### src/rtl/frm_irq_pkg.sv
package frm_irq_pkg;

  // Group hits, from the datapath to the control
  typedef struct packed {
    logic sync;
    logic sec;
    logic code;
  } grpHit_t;

  // Vector selection strobes, from the control to the datapath
  typedef struct packed {
    logic selSync;
    logic selSec;
    logic selCode;
  } vecSel_t;

endpackage

### src/rtl/frm_irq_dp.sv
module frm_irq_dp
  import frm_irq_pkg::*;
#(
  parameter int NUM_SYNC = 4,
  parameter int NUM_CODE = 3,
  parameter int VEC_W = 8,
  parameter logic [VEC_W-1:0] SYNC_VEC = 8'h80,
  parameter logic [VEC_W-1:0] SEC_VEC = 8'h08,
  parameter logic [VEC_W-1:0] CODE_VEC = 8'h02
) (
  input  logic                       clk,
  input  logic                       rstN,
  input  logic                       maskWr,
  input  logic [NUM_SYNC+NUM_CODE:0] maskData,
  input  logic [NUM_SYNC-1:0]        syncLevel,
  input  logic                       secStatus,
  input  logic [NUM_CODE-1:0]        codeHit,
  input  vecSel_t                    sel,
  output grpHit_t                    hit,
  output logic [VEC_W-1:0]           irqVector
);

  localparam int MASK_W = NUM_SYNC + NUM_CODE + 1;
  localparam int SEC_BIT = NUM_SYNC;
  localparam int CODE_BASE = NUM_SYNC + 1;

  logic [MASK_W-1:0]   maskReg;
  logic [NUM_SYNC-1:0] prevSync;
  logic                prevSec;
  logic                armed;
  logic [NUM_SYNC-1:0] syncRise;
  logic [NUM_CODE-1:0] codeFire;
  logic                secChange;

  // Mask register: every source starts blocked
  always_ff @(posedge clk or negedge rstN) begin
    if (!rstN) maskReg <= '0;
    else if (maskWr) maskReg <= maskData;
  end

  // Level history for edge detection. The first cycle after reset only
  // captures a baseline, so levels present at release raise nothing.
  always_ff @(posedge clk or negedge rstN) begin
    if (!rstN) begin
      prevSync <= '0;
      prevSec  <= 1'b0;
      armed    <= 1'b0;
    end else begin
      prevSync <= syncLevel;
      prevSec  <= secStatus;
      armed    <= 1'b1;
    end
  end

  for (genvar i = 0; i < NUM_SYNC; i++) begin : g_syncEdge
    assign syncRise[i] = armed & syncLevel[i] & ~prevSync[i] & maskReg[i];
  end

  for (genvar j = 0; j < NUM_CODE; j++) begin : g_codeGate
    assign codeFire[j] = codeHit[j] & maskReg[CODE_BASE+j];
  end

  assign secChange = armed & (secStatus ^ prevSec) & maskReg[SEC_BIT];

  always_comb begin
    hit.sync = |syncRise;
    hit.sec  = secChange;
    hit.code = |codeFire;
  end

  // Vector encoding driven by the control's one-hot selection
  always_comb begin
    irqVector = '0;
    if (sel.selSync)     irqVector = SYNC_VEC;
    else if (sel.selSec) irqVector = SEC_VEC;
    else if (sel.selCode) irqVector = CODE_VEC;
  end

  AST_MASK_LOAD: assert property (@(posedge clk) disable iff (!rstN)
    maskWr |=> (maskReg == $past(maskData))) else $error("mask load");

  AST_SEC_QUIET: assert property (@(posedge clk) disable iff (!rstN)
    $stable(secStatus) |-> !hit.sec) else $error("sec quiet");

  AST_MASK_BLOCKS_SEC: assert property (@(posedge clk) disable iff (!rstN)
    !maskReg[SEC_BIT] |-> !hit.sec) else $error("sec masked");

endmodule

### src/rtl/frm_irq_ctl.sv
module frm_irq_ctl
  import frm_irq_pkg::*;
(
  input  logic    clk,
  input  logic    rstN,
  input  grpHit_t hit,
  input  logic    ack,
  output vecSel_t sel,
  output logic    irqReq
);

  logic pendSync;
  logic pendSec;
  logic pendCode;

  // Fixed priority: sync/alarm, then one-second, then code detect
  always_comb begin
    sel.selSync = pendSync;
    sel.selSec  = pendSec & ~pendSync;
    sel.selCode = pendCode & ~pendSec & ~pendSync;
  end

  assign irqReq = pendSync | pendSec | pendCode;

  // Acknowledge clears only the presented group; a new hit wins over it
  always_ff @(posedge clk or negedge rstN) begin
    if (!rstN) begin
      pendSync <= 1'b0;
      pendSec  <= 1'b0;
      pendCode <= 1'b0;
    end else begin
      pendSync <= hit.sync | (pendSync & ~(ack & sel.selSync));
      pendSec  <= hit.sec  | (pendSec  & ~(ack & sel.selSec));
      pendCode <= hit.code | (pendCode & ~(ack & sel.selCode));
    end
  end

  AST_PEND_HOLD: assert property (@(posedge clk) disable iff (!rstN)
    (pendSync && !ack) |=> pendSync) else $error("pending dropped");

  AST_ACK_CLEAR: assert property (@(posedge clk) disable iff (!rstN)
    (ack && sel.selSync && !hit.sync) |=> !pendSync) else $error("ack clear");

  AST_ACK_KEEPS_OTHERS: assert property (@(posedge clk) disable iff (!rstN)
    (ack && sel.selSync && pendSec) |=> pendSec) else $error("ack overreach");

  AST_SET_WINS: assert property (@(posedge clk) disable iff (!rstN)
    hit.code |=> pendCode) else $error("hit lost");

endmodule

### src/rtl/frm_irq_vector.sv
module frm_irq_vector
  import frm_irq_pkg::*;
#(
  parameter int NUM_SYNC = 4,
  parameter int NUM_CODE = 3,
  parameter int VEC_W = 8
) (
  input  logic                       clk,
  input  logic                       rstN,
  input  logic                       maskWr,
  input  logic [NUM_SYNC+NUM_CODE:0] maskData,
  input  logic [NUM_SYNC-1:0]        syncLevel,
  input  logic                       secStatus,
  input  logic [NUM_CODE-1:0]        codeHit,
  input  logic                       ack,
  output logic                       irqReq,
  output logic [VEC_W-1:0]           irqVector
);

  grpHit_t grpHit;
  vecSel_t vecSel;

  frm_irq_dp #(
    .NUM_SYNC(NUM_SYNC),
    .NUM_CODE(NUM_CODE),
    .VEC_W(VEC_W)
  ) uDp (
    .clk(clk),
    .rstN(rstN),
    .maskWr(maskWr),
    .maskData(maskData),
    .syncLevel(syncLevel),
    .secStatus(secStatus),
    .codeHit(codeHit),
    .sel(vecSel),
    .hit(grpHit),
    .irqVector(irqVector)
  );

  frm_irq_ctl uCtl (
    .clk(clk),
    .rstN(rstN),
    .hit(grpHit),
    .ack(ack),
    .sel(vecSel),
    .irqReq(irqReq)
  );

  AST_REQ_MATCHES_VEC: assert property (@(posedge clk) disable iff (!rstN)
    irqReq == (irqVector != '0)) else $error("req/vector mismatch");

  AST_VEC_KNOWN: assert property (@(posedge clk) disable iff (!rstN)
    $countones(irqVector) <= 1) else $error("vector not a single code");

endmodule

### config.mk
export PLATFORM = sky130hd
export DESIGN_NAME = frm_irq_vector
export DESIGN_NICKNAME = d
export VERILOG_FILES = /design/src/rtl/frm_irq_pkg.sv /design/src/rtl/frm_irq_dp.sv /design/src/rtl/frm_irq_ctl.sv /design/src/rtl/frm_irq_vector.sv
export SDC_FILE = /design/constraint.sdc
export NUM_CORES = 1
export LEC_CHECK = 0
export CORE_AREA = 3 3 45 47
export CTS_BUF_LIST = sky130_fd_sc_hd__clkbuf_16
export DETAILED_ROUTE_END_ITERATION = 6
export DIE_AREA = 0 0 48 50
export GPL_TIMING_DRIVEN = 0
export PLACE_DENSITY = 0.81
export SLEW_MARGIN = 25
export SYNTH_ARGS = -nofsm -noshare
export SYNTH_HDL_FRONTEND = slang
export SYNTH_SLANG_ARGS = --single-unit
### constraint.sdc
create_clock -name clk -period 1.85 [get_ports clk]
set_input_delay 0.185 -clock clk [delete_from_list [all_inputs] [get_ports clk]]
set_output_delay 0.185 -clock clk [all_outputs]
set_load 0.01 [all_outputs]
==> results.sh <==
export IMPL_status="finished, final reports clean"
export IMPL_r2r_start="uDp.maskReg[5]"
export IMPL_cp_required_ns=1.66
export IMPL_diodes=0
export IMPL_finalMaxSlewViolations=0
export IMPL_synth_top_area_share_pct=58.5
export IMPL_p_total_mw=1.01
export IMPL_grt_setup_unrepaired="no"
export IMPL_vias_per_cell=4.67
export IMPL_cp_arrival_ns=1.50
export IMPL_finalInstanceArea_um2=1060
export IMPL_start_util_pct=43.0
export IMPL_drt_wl_total_um=1270
export IMPL_grt_max_degree=18
export IMPL_clock_latency_ns=0.24
export IMPL_maxCapViolCount=0
export IMPL_critPathLaunchType="register"
export IMPL_hold_class="in2reg"
export IMPL_final_min_clock_period_ns=1.69
export IMPL_fp_dieW_um=48
export IMPL_fin_tns_setup_ns=0
export IMPL_async_reset_ff_share_pct=100
export IMPL_die_height_um=50
export IMPL_dpl_hpwl_um=986
export IMPL_worstHoldStart="maskWr"
export IMPL_antenna_found_initial=0
export IMPL_final_common_cell="clkdlybuf4s50_1"
export IMPL_max_freq_ghz=0.593
export IMPL_synthToLayoutAreaGrowth_pct=46.1
export IMPL_slew_headroom_pct=52.2
export IMPL_setup_viol=0
export IMPL_port_buffers=22
export IMPL_post_cts_buffers=0
export IMPL_dr_pass1_iters=4
export IMPL_drive_gt1_share_pct=21.4
export IMPL_synth_top_area_cell="dfrtp_1"
export IMPL_synth_ff_type="dfrtp_1"
export IMPL_hold_viol_final=0
export IMPL_end_kind="output pin"
export IMPL_cts_buffer_depth=2
export IMPL_cp_max_fo=5
export IMPL_synth_warnings=0
export IMPL_synth_edf_count=0
export IMPL_ys_seq_area_share_pct=58.5
export IMPL_r2r_slack_ns=0.81
export IMPL_syn_area_um2=727
export IMPL_syn_area_per_cell_um2=13.5
export IMPL_h_tree_depth=1
export IMPL_cts_sinks=17
export IMPL_cts_buffers=3
export IMPL_r2r_cells=2
export IMPL_clkSlewWorstSetupHoldPaths_ns=0.05
export IMPL_vdd_drop_max_v=0.000436
export IMPL_cts_resized_gates=0
export IMPL_overflow=0
export IMPL_pwr_density_cell_nw_per_um2=952
export IMPL_via_count=472
export IMPL_ys_seq_elements=17
export IMPL_cts_hold_buf=0
export IMPL_nNetsFinal=105
export IMPL_io_pins=29
export IMPL_grt_pass1_vias=462
export IMPL_setup_worst_path_class="reg2out"
export IMPL_synth_area_leaders="dfrtp_1, mux2_4, buf_4, nand3b_1, nand2_1"
export IMPL_ant_nets=0
export IMPL_avgRoutedWirePerCell_um=12.6
export IMPL_synth_cell_types=16
export IMPL_fp_dieArea_um2=2400
export IMPL_min_to="uDp.maskReg[7]"
export IMPL_tightest_slew_ns=0.715
export IMPL_r2r_end="uCtl.pendCode"
export IMPL_drt_iter0_markers=7
export IMPL_cts_tree="yes"
export IMPL_finalCritPeriodShare_pct=91.2
export IMPL_gp_congestion=0.663
export IMPL_synthCells=54
export IMPL_grt_pass1_wl_um=1950
export IMPL_place_area_um2=983
export IMPL_fillerInstances=144
export IMPL_core_area_um2=1690
export IMPL_fin_skew_ns=0.00164
export IMPL_rows=15
export IMPL_hold_depth=2
export IMPL_p_leak_nw=0.502
export IMPL_cts_root_buf="clkbuf_16"
export IMPL_drcViolationCount=0
export IMPL_grt_usage_pct=12.3
export IMPL_layout_common_cells="clkdlybuf4s50_1, dfrtp_1, mux2_4"
sequential cells by signal (all words and copies together) (netlist names):
register and cells:
uDp.armed 1, uCtl.pendSync 1, uDp.prevSec 1, uCtl.pendSec 1, uCtl.pendCode 1, uDp.prevSync 4, uDp.maskReg 8
cell type report:
| type | instances | area, um2 | area share, % |
|---|---|---|---|
| tap | 17 | 21.3 | 2.00 |
| clock inverter | 1 | 3.75 | 0.353 |
| buffer | 7 | 56.3 | 5.30 |
| multi-input combinational | 33 | 256 | 24.1 |
| inverter | 1 | 3.75 | 0.353 |
| timing repair buffer | 22 | 220 | 20.7 |
| sequential | 17 | 425 | 40.0 |
| clock buffer | 3 | 75.1 | 7.07 |
stage by stage:
stage	setup slack (ns)	util [%]	std cells	hold WS, ns
after detailed placement	0.424	58.2	97	0.493
after global placement	0.430	58.2	97	0.472
final	0.164	62.9	101	0.269
after global routing	0.110	62.9	101	0.277
after floorplan	0.861	-	58	-0.111
after CTS	0.162	62.9	101	0.270
kinds of logic (layout without fill, tap and decap cells):
kind of cell | Yosys count | after routing | synth area share (%)
DFF | 17 | 17 | 58.5
and+or+nand+nor | 14 | 14 | 10.3
muxes | 8 | 8 | 16.5
buffers and inverters | 8 | 34 | 8.26
AOI/OAI and AO/OA | 4 | 4 | 4.13
other | 2 | 6 | 1.03
xor gates and xnor gates | 1 | 1 | 1.21
routing by layer:
layer | global-route usage, % | up-vias | routed length (um)
li1 | - | 229 | -
met1 | 13.2 | 212 | 503
met2 | 20.9 | 28 | 623
met3 | 3.65 | 3 | 116
met4 | 5.38 | 0 | 24
met5 | 0 | - | 0
critical path: stages, from the launching register on:
cell and delay, ns:
dfrtp_1 0.41, or3_1 0.37, clkdlybuf4s50_1 0.48
synth_stat cells, types with 2 or more instances:
library cell / number
nand2_1: 6
o21ai_0: 2
nand3b_1: 4
dfrtp_1: 17
conb_1: 2
buf_4: 6
mux2_4: 8
how the worst max path moves through the flow:
stage | slack, ns | depth (start not counted) | startpoint | endpoint
3_3_place_gp | 0.43 | 2 | uCtl.pendSync | irqReq
3_5_place_dp | 0.42 | 2 | uCtl.pendSync | irqReq
5_1_grt | 0.11 | 3 | uCtl.pendSync | irqVector[1]
2_1_floorplan | 0.86 | 1 | uCtl.pendSync | irqReq
4_1_cts | 0.16 | 2 | uCtl.pendSync | irqReq
6_report | 0.16 | 2 | uCtl.pendSync | irqReq
report_power, final:
part | switching, mW | internal, mW | leakage, nW
combinational | 0.0591 | 0.115 | 0.261
sequential | 0.0219 | 0.407 | 0.198
clock | 0.123 | 0.286 | 0.0423
(Power assumes the default switching activity.)
